===== config.mk =====
export PLATFORM = sky130hd
export DESIGN_NAME = load_ext_fmt
export DESIGN_NICKNAME = d
export VERILOG_FILES = /design/src/rtl/load_ext_pkg.sv /design/src/rtl/load_ext_agen.sv /design/src/rtl/load_ext_ctrl.sv /design/src/rtl/load_ext_lane.sv /design/src/rtl/load_ext_fmt.sv
export SDC_FILE = /design/constraint.sdc
export NUM_CORES = 1
export LEC_CHECK = 0
export ABC_AREA = 1
export ABC_CLOCK_PERIOD_IN_PS = 2800
export CAP_MARGIN = 40
export CORE_MARGIN = 2
export CORE_UTILIZATION = 45
export DETAILED_ROUTE_END_ITERATION = 6
export DONT_BUFFER_PORTS = 1
export PLACE_DENSITY = 0.61
export SLEW_MARGIN = 20
export SYNTH_ARGS = -nofsm -noshare
export SYNTH_HDL_FRONTEND = slang
export SYNTH_SLANG_ARGS = --single-unit

===== constraint.sdc =====
create_clock -name clk -period 2.8 [get_ports clk]
set_input_delay 0.42 -clock clk [delete_from_list [all_inputs] [get_ports clk]]
set_output_delay 0.42 -clock clk [all_outputs]
set_load 0.03 [all_outputs]

===== src/rtl/load_ext_pkg.sv =====
package load_ext_pkg;

    localparam int XLEN     = 64;
    localparam int LANES    = XLEN / 8;
    localparam int LANE_W   = $clog2(LANES);

    typedef enum logic [2:0] {
        MODE_IMM   = 3'd0,
        MODE_PABS  = 3'd1,
        MODE_PIND  = 3'd2,
        MODE_ZX    = 3'd3,
        MODE_SX    = 3'd4,
        MODE_RSV5  = 3'd5,
        MODE_ATOM  = 3'd6,
        MODE_RSV7  = 3'd7
    } ld_mode_e;

    typedef enum logic [1:0] {
        SZ_WORD  = 2'd0,
        SZ_HALF  = 2'd1,
        SZ_BYTE  = 2'd2,
        SZ_DWORD = 2'd3
    } ld_size_e;

    typedef enum logic [1:0] {
        CHK_OK       = 2'd0,
        CHK_ILLEGAL  = 2'd1,
        CHK_MISALIGN = 2'd2
    } ld_chk_e;

    typedef struct packed {
        logic [LANE_W-1:0] lane;
        ld_size_e          size;
        logic              sext;
    } ld_info_t;

    function automatic int unsigned size_bytes(ld_size_e s);
        case (s)
            SZ_BYTE: return 1;
            SZ_HALF: return 2;
            SZ_WORD: return 4;
            default: return 8;
        endcase
    endfunction

    function automatic int unsigned size_index(ld_size_e s);
        case (s)
            SZ_BYTE: return 0;
            SZ_HALF: return 1;
            SZ_WORD: return 2;
            default: return 3;
        endcase
    endfunction

    function automatic logic mode_legal(ld_mode_e m, ld_size_e s);
        return (m == MODE_ZX) || ((m == MODE_SX) && (s != SZ_DWORD));
    endfunction

endpackage


===== src/rtl/load_ext_agen.sv =====
module load_ext_agen
    import load_ext_pkg::*;
#(
    parameter int ADDR_W = XLEN,
    parameter int OFFS_W = 16
) (
    input  logic [ADDR_W-1:0] base,
    input  logic [OFFS_W-1:0] offset,
    input  ld_mode_e          mode,
    input  ld_size_e          size,
    output logic [ADDR_W-1:0] addr,
    output ld_info_t          info,
    output ld_chk_e           chk
);
    localparam int EXT_W = ADDR_W - OFFS_W;

    logic [ADDR_W-1:0] disp;
    logic              span_bad;

    assign disp = {{EXT_W{offset[OFFS_W-1]}}, offset};
    assign addr = base + disp;

    assign info.lane = addr[LANE_W-1:0];
    assign info.size = size;
    assign info.sext = (mode == MODE_SX);

    always_comb begin
        span_bad = (int'(addr[LANE_W-1:0]) + int'(size_bytes(size))) > LANES;
        if (!mode_legal(mode, size)) begin
            chk = CHK_ILLEGAL;
        end else if (span_bad) begin
            chk = CHK_MISALIGN;
        end else begin
            chk = CHK_OK;
        end
    end
endmodule


===== src/rtl/load_ext_ctrl.sv =====
module load_ext_ctrl
    import load_ext_pkg::*;
#(
    parameter int ADDR_W = XLEN
) (
    input  logic              clk,
    input  logic              rst,
    input  logic              req_valid,
    input  ld_chk_e           chk,
    input  logic [ADDR_W-1:0] addr_in,
    input  ld_info_t          info_in,
    input  logic              rsp_valid,
    output logic [ADDR_W-1:0] addr_q,
    output ld_info_t          info_q,
    output logic              rd_q,
    output logic              busy_q,
    output logic              ill_q,
    output logic              mis_q,
    output logic              capture
);
    always_ff @(posedge clk) begin
        if (rst) begin
            addr_q <= '0;
            info_q <= '0;
            rd_q   <= 1'b0;
            busy_q <= 1'b0;
            ill_q  <= 1'b0;
            mis_q  <= 1'b0;
        end else begin
            rd_q  <= 1'b0;
            ill_q <= 1'b0;
            mis_q <= 1'b0;
            if (!busy_q) begin
                if (req_valid) begin
                    case (chk)
                        CHK_OK: begin
                            busy_q <= 1'b1;
                            rd_q   <= 1'b1;
                            addr_q <= addr_in;
                            info_q <= info_in;
                        end
                        CHK_ILLEGAL: ill_q <= 1'b1;
                        default:     mis_q <= 1'b1;
                    endcase
                end
            end else if (rsp_valid) begin
                busy_q <= 1'b0;
            end
        end
    end

    assign capture = busy_q && rsp_valid;
endmodule


===== src/rtl/load_ext_lane.sv =====
module load_ext_lane
    import load_ext_pkg::*;
#(
    parameter int DATA_W = XLEN
) (
    input  logic [DATA_W-1:0] line,
    input  ld_info_t          info,
    output logic [DATA_W-1:0] value
);
    localparam int NSIZES = 4;

    logic [DATA_W-1:0] shifted;
    logic [DATA_W-1:0] cand [NSIZES];

    assign shifted = line >> {info.lane, 3'b000};

    for (genvar k = 0; k < NSIZES; k++) begin : g_width
        localparam int W = 8 << k;
        if (W < DATA_W) begin : g_ext
            assign cand[k] = {{(DATA_W-W){info.sext & shifted[W-1]}}, shifted[W-1:0]};
        end else begin : g_full
            assign cand[k] = shifted;
        end
    end

    always_comb begin
        value = cand[size_index(info.size)];
    end
endmodule


===== src/rtl/load_ext_fmt.sv =====
module load_ext_fmt
    import load_ext_pkg::*;
#(
    parameter int ADDR_W = XLEN,
    parameter int OFFS_W = 16
) (
    input  logic              clk,
    input  logic              rst,
    input  logic              req_valid,
    input  logic [2:0]        req_mode,
    input  logic [1:0]        req_size,
    input  logic [ADDR_W-1:0] req_base,
    input  logic [OFFS_W-1:0] req_offset,
    output logic [ADDR_W-1:0] mem_addr,
    output logic              mem_rd,
    input  logic [XLEN-1:0]   mem_data,
    input  logic              mem_valid,
    output logic              busy,
    output logic [XLEN-1:0]   result,
    output logic              result_valid,
    output logic              illegal,
    output logic              misaligned
);
    logic [ADDR_W-1:0] ag_addr;
    ld_info_t          ag_info;
    ld_chk_e           ag_chk;
    ld_info_t          held_info;
    logic              capture;
    logic [XLEN-1:0]   ext_value;
    logic [XLEN-1:0]   result_q;
    logic              result_valid_q;

    load_ext_agen #(.ADDR_W(ADDR_W), .OFFS_W(OFFS_W)) u_agen (
        .base   (req_base),
        .offset (req_offset),
        .mode   (ld_mode_e'(req_mode)),
        .size   (ld_size_e'(req_size)),
        .addr   (ag_addr),
        .info   (ag_info),
        .chk    (ag_chk)
    );

    load_ext_ctrl #(.ADDR_W(ADDR_W)) u_ctrl (
        .clk       (clk),
        .rst       (rst),
        .req_valid (req_valid),
        .chk       (ag_chk),
        .addr_in   (ag_addr),
        .info_in   (ag_info),
        .rsp_valid (mem_valid),
        .addr_q    (mem_addr),
        .info_q    (held_info),
        .rd_q      (mem_rd),
        .busy_q    (busy),
        .ill_q     (illegal),
        .mis_q     (misaligned),
        .capture   (capture)
    );

    load_ext_lane #(.DATA_W(XLEN)) u_lane (
        .line  (mem_data),
        .info  (held_info),
        .value (ext_value)
    );

    always_ff @(posedge clk) begin
        if (rst) begin
            result_q       <= '0;
            result_valid_q <= 1'b0;
        end else begin
            result_valid_q <= capture;
            if (capture) begin
                result_q <= ext_value;
            end
        end
    end

    assign result       = result_q;
    assign result_valid = result_valid_q;
endmodule


# Yosys cells after proc, flatten, opt, wreduce, memory -nomap -nowiden
# Cells that the tools add are included.
[word_totals]
ff_bits = 139
input_bits = 153
out_inout_bits = 133
word_cells = 52
[op_classes]
reduce_logical = 10
addsub = 2
bitwise_logic = 6
muxes = 13
n_lt_le_gt_ge = 2
shift = 1
n_eq_ne = 8
[ops]
columns = ["op", "count"]
rows = [
  ["64-bit binary-select mux with 2-bit select", 1],
  ["64-bit two-way mux", 2],
  ["64-bit adder", 1],
  ["64-bit by 6-bit >> shifter with 64-bit output", 1],
  ["33-bit by 3-bit greater-or-equal comparator with 1-bit output (second input constant)", 1],
  ["2-bit NOT with 33-bit output", 1],
  ["32-bit by 5-bit > comparator with 1-bit output (second input constant)", 1],
  ["4-bit one-hot mux with 3 select lines", 1],
  ["2-bit by 1-bit == test with 1-bit output (second input constant)", 3],
  ["2-bit zero test", 3],
  ["1-bit two-way mux", 6],
  ["2-bit one-hot mux with 3 select lines", 1],
  ["3-bit by 4-bit adder with 5-bit output", 1],
  ["2-bit == test (second input constant)", 2],
  ["2-bit two-way mux", 2],
  ["2-bit OR reduction", 2],
  ["1-bit AND", 3],
  ["3-bit by 2-bit == test with 1-bit output (second input constant)", 1],
  ["3-bit == test (second input constant)", 1],
  ["3-bit AND reduction", 1],
  ["3-bit OR reduction", 1],
  ["1-bit logical AND", 2],
  ["2-bit != test (second input constant)", 1],
  ["1-bit NOT", 2],
  ["1-bit logical OR", 1],
]

# Longest topological paths before layout
[depth]
depth_word = 10
mapped_depth = 17
ltp_nobuf = 17

# By module
# Synthesis repeated with hierarchy kept, for this count alone.
[hier_totals]
cells_unflattened = 2777
area_unflattened_um2 = 14585.2
[by_module_without_submodules]
columns = ["mod", "seq_area_each_um2", "area_each_um2", "instances", "cells_each"]
rows = [
  ["load_ext_agen", 0.0, 6124.6, 1, 1328],
  ["load_ext_ctrl", 1481.4, 3246.9, 1, 476],
  ["load_ext_fmt", 1301.2, 2646.3, 1, 408],
  ["load_ext_lane", 0.0, 2567.5, 1, 565],
]

# Worst setup path after synthesis
# Ideal clock, no wire load.
[synth_path]
kind = "input -> register"
start = "input port req_base[0]"
end = "register u_ctrl.addr_q[21]"
t_arrival_ns = 2.690
path_buffers = 2
cell_stages = 13
t_required_ns = 2.684
setup_slack_ns = -0.007
setup_ns = 0.116
cell_sequence = "ha_1 -> inv_1 -> fa_1 -> fa_1 -> inv_1 -> o31ai_2 -> nand3b_1 -> inv_2 -> buf_4 -> buf_2 -> nand2_1 -> o211ai_1 -> inv_1"
[synth_via]
elab_chain_len = 7
[synth_rtl]
columns = ["item", "line", "source"]
rows = [
  ["start: declaration", "load_ext_fmt.sv:12", "input logic [ADDR_W-1:0] req_base,"],
  ["64-bit adder *", "load_ext_agen.sv:21", "assign addr = base + disp;"],
  ["3-bit by 4-bit adder with 5-bit output", "load_ext_agen.sv:28", "span_bad = (int'(addr[LANE_W-1:0]) + int'(size_bytes(size))) > LANES;"],
  ["32-bit by 5-bit > comparator with 1-bit output", "load_ext_agen.sv:28", ""],
  ["2-bit two-way mux", "load_ext_agen.sv:31", "end else if (span_bad) begin"],
  ["2-bit two-way mux", "load_ext_agen.sv:29", "if (!mode_legal(mode, size)) begin"],
  ["2-bit zero test", "load_ext_ctrl.sv:35", "case (chk)"],
  ["3-bit AND reduction (no line)", "--", ""],
  ["end signal: assignment", "load_ext_ctrl.sv:39", "addr_q <= addr_in;"],
  ["end: declaration", "load_ext_ctrl.sv:13", "output logic [ADDR_W-1:0] addr_q,"],
]
# Mark *: on every way between the ends. The rest lies on a longest branch, timed or not.
# A chain may end at the register's enable or synchronous reset.

# Worst setup path after layout
[layout_path]
start = "input port req_base[0]"
end = "register u_ctrl.addr_q[46]"
[layout_via]
elab_chain_len = 7
[layout_rtl]
columns = ["item", "line", "source"]
rows = [
  ["64-bit adder", "load_ext_agen.sv:21", ""],
  ["net ag_addr[2]", "load_ext_fmt.sv:24", "logic [ADDR_W-1:0] ag_addr;"],
  ["3-bit by 4-bit adder with 5-bit output", "load_ext_agen.sv:28", ""],
  ["32-bit by 5-bit > comparator with 1-bit output", "load_ext_agen.sv:28", ""],
  ["2-bit two-way mux", "load_ext_agen.sv:31", ""],
  ["2-bit two-way mux", "load_ext_agen.sv:29", ""],
  ["2-bit zero test", "load_ext_ctrl.sv:35", ""],
  ["3-bit AND reduction (no line)", "--", ""],
]
# The timed path passes the listed nets, and every way through them passes these cells.

==> results.cfg <==
[status]
status = finished, final reports clean

[logic_synthesis]
ys_seq_area_share_pct = 21.2
synth_top_area_share_pct = 25.6
synth_most_common_cell = nand2_1
synth_edf_count = 0
synth_nets = 2514
synth_seq_cells = 136
yosysUniqueCellTypes = 44
yosys.area.top_type = nand2_1
yosys-top-cells-count = nand2_1, inv_1, nor2_1, o21ai_0, dfxtp_1
synth.avg_cell_area_um2 = 5.60
async_reset_ff_share_pct = 0
yosys_warnings = 0
synth_area_leaders = nand2_1, dfxtp_1, inv_1, ha_1, o21ai_0
synthFlopType = dfxtp_1
syn_area_um2 = 12800
netlist_instances = 2291

[pwr]
power_density_nw_per_um2 = 492
ir_drop_mv = 0.401
leakage_nw = 7.67
total_power_w = 0.00680

[global_routing]
gr-total-overflow = 0
grt_antenna_before_repair = 0
grt_pass1_vias = 12750
grt_usage_pct = 31.1
grt_pass1_wl_um = 72600
grt_max_degree = 115

[floorplan]
die_w_um = 173
die_y_um = 173
row_count = 61
core_region_area_um2 = 27900
ioPinCount = 286
design.die.area_um2 = 29900
initial_core_util_pct = 45.9

[sta]
finClkSkew_ns = 0.00620
finalSetupViolCount = 0
fmax_mhz = 396
slew_headroom_pct = 57.6
drv_slew = 0
worst_slew_pin_slew_ns = 0.630
fin_ws_ns = 0.276
fin_crit_sh_pct = 90.1
hold_viol = 0
fin_crit_ns = 2.52
rsz0062_at_grt = false

[clock_tree]
clk_pin_slew_worst_paths_ns = 0.06
ctsResizeCount = 0
tritoncts = done
postCtsSetupBuffers = 0
cts_hold_buf = 0
cts_root_buf = clkbuf_16
clockBufferDepth = 2
cts_sinks = 136
cts-htree-levels = 4
numCtsBuffers = 17
insertion_delay_ns = 0.43

[critical_path]
crit_buf_inv = 5
arrival_ns = 2.85
startpoint_type = input pin
crit_chain = ha_1 -> inv_1 -> fa_1 -> xnor2_1 -> ha_1 -> nand3_1 -> nand3_1 -> xor2_1 -> o31ai_2 -> buf_4 -> nand2_1 -> nor2_1 -> inv_1 -> buf_12 -> nand2_1 -> nand2_1 -> inv_1
crit_path_end_kind = flip-flop
crit_family = adder cells
reg2reg_slack_ns = 0.36
path_max_fanout = 40
r2r_start = u_ctrl.info_q[2]$_SDFFE_PP0P_
crit_type = in2reg
timing.rr.end = result[34]$_SDFFE_PP0P_
r2r_cells = 12
worst-endpoint-required_ns = 3.12
worst_path_max_delay_cell = fa_1
cpPeakStageDelay_ns = 0.40
cp_num_cells = 17

[placed_design]
dp_hpwl_um = 38300
gp_congestion = 0.989
port_buffers = 0
post-place-ws_ns = -0.114
post-place-cells = 2611
placed_area_um2 = 13200

[drt]
ant_nets = 0
drt_pass1_iterations = 5
wl_per_cell_um = 17.8
drtIter0Drc = 1027
viasPerCell = 5.21
num_vias = 13762
wirelength_um = 47100
drc = 0

[finish]
fillers = 3112
final_util_pct = 49.5
nets = 2475
fin_area_um2 = 13800
n_antenna_cell = 0
drive_gt1_share_pct = 4.50
final_cells = 2643
syn_to_final_growth_pct = 7.63

[flow_run]
maxCapViolations = 0

[worst_hold_path]
min_to = u_ctrl.info_q[1]$_SDFFE_PP0P_
holdCritPathClass = in2reg
whs_path_depth = 1
holdCritStartpoint = rst
[power by group]
group          leakage [nW]  switching [W]  internal, W  total [W]
clock network         0.299       0.000965      0.00151    0.00248
logic                  6.27        0.00138     0.000643    0.00203
registers              1.10       0.000270      0.00203    0.00230
[layout by cell type (no fill, tap or decap), types with 8 or more instances in the layout]
cell and count:
o21ai_0 140, o31ai_1 10, nor3_1 18, xnor2_1 24, mux2i_1 13, o211ai_1 30, buf_4 20, a21oi_1 127
nand3_1 115, dfxtp_1 134, ha_1 68, nand4_1 9, inv_1 399, nor2_1 164, xor2_1 8, nand2_1 875
clkbuf_16 17, o21ai_1 10, a21oi_4 18
[final cells by class]
class / instances / area (µm²) / share of cell area, %
clock inverters: 15 / 214 / 1.55
inverters: 406 / 1530 / 11.0
clock buffers: 17 / 425 / 3.08
multi-input cells: 1665 / 8180 / 59.2
flip-flops and latches: 136 / 2730 / 19.7
well taps: 378 / 473 / 3.42
repair buffers: 26 / 270 / 1.96
[metal layers]
metal,global-route usage [%],wire (µm)
met4,12.9,1890
met1,39.7,20700
met3,5.43,3050
met5,0,0
met2,51.7,21500
[cells by family (layout without fill, tap and decap cells)]
logic type	after synthesis	count (layout)	synth area share [%]
AND/OR/NAND/NOR	1196	1196	36.9
XOR/XNOR	32	32	2.18
adder cells (fa/ha/maj)	70	70	6.94
AO/OA/AOI/OAI	354	354	16.7
flip-flops	136	136	21.2
multiplexers	13	13	1.01
buffers and inverters	490	464	15.0
[worst max path at each step]
stage,from,to
after global placement,req_base[0],u_ctrl.addr_q[32]$_SDFFE_PP0P_
final,req_base[0],u_ctrl.addr_q[46]$_SDFFE_PP0P_
after floorplan,req_base[0],u_ctrl.addr_q[19]$_SDFFE_PP0P_
after global routing,req_base[0],u_ctrl.addr_q[29]$_SDFFE_PP0P_
after CTS,req_base[0],u_ctrl.addr_q[26]$_SDFFE_PP0P_
after detailed placement,req_base[0],u_ctrl.addr_q[62]$_SDFFE_PP0P_
[flip-flops by register name, summed over array words and instances, names as in the netlist]
signal / cells
u_ctrl.addr_q: 62
result: 64
result_valid: 1
u_ctrl.info_q: 5
u_ctrl.rd_q: 1
u_ctrl.ill_q: 1
u_ctrl.busy_q: 1
u_ctrl.mis_q: 1
[stage by stage]
step / hold slack, ns / TNS (ns)
2_1_floorplan: 0.451 / 0
3_3_place_gp: 0.465 / -0.387
3_5_place_dp: 0.478 / -4.11
4_1_cts: 0.0402 / 0
5_1_grt: 0.0432 / 0
6_report: 0.0599 / 0
[worst reg2reg max path: stages (launching register included)]
cell     delay (ns)
dfxtp_1        0.33
inv_1          0.06
ha_1           0.21
nor2_4         0.15
inv_2          0.13
nor2_4         0.25
inv_2          0.09
o21ai_1        0.20
nand2_2        0.19
o31ai_2        0.11
nand2_2        0.24
buf_12         0.27
a21oi_1        0.15
(Power assumes the default switching activity.)
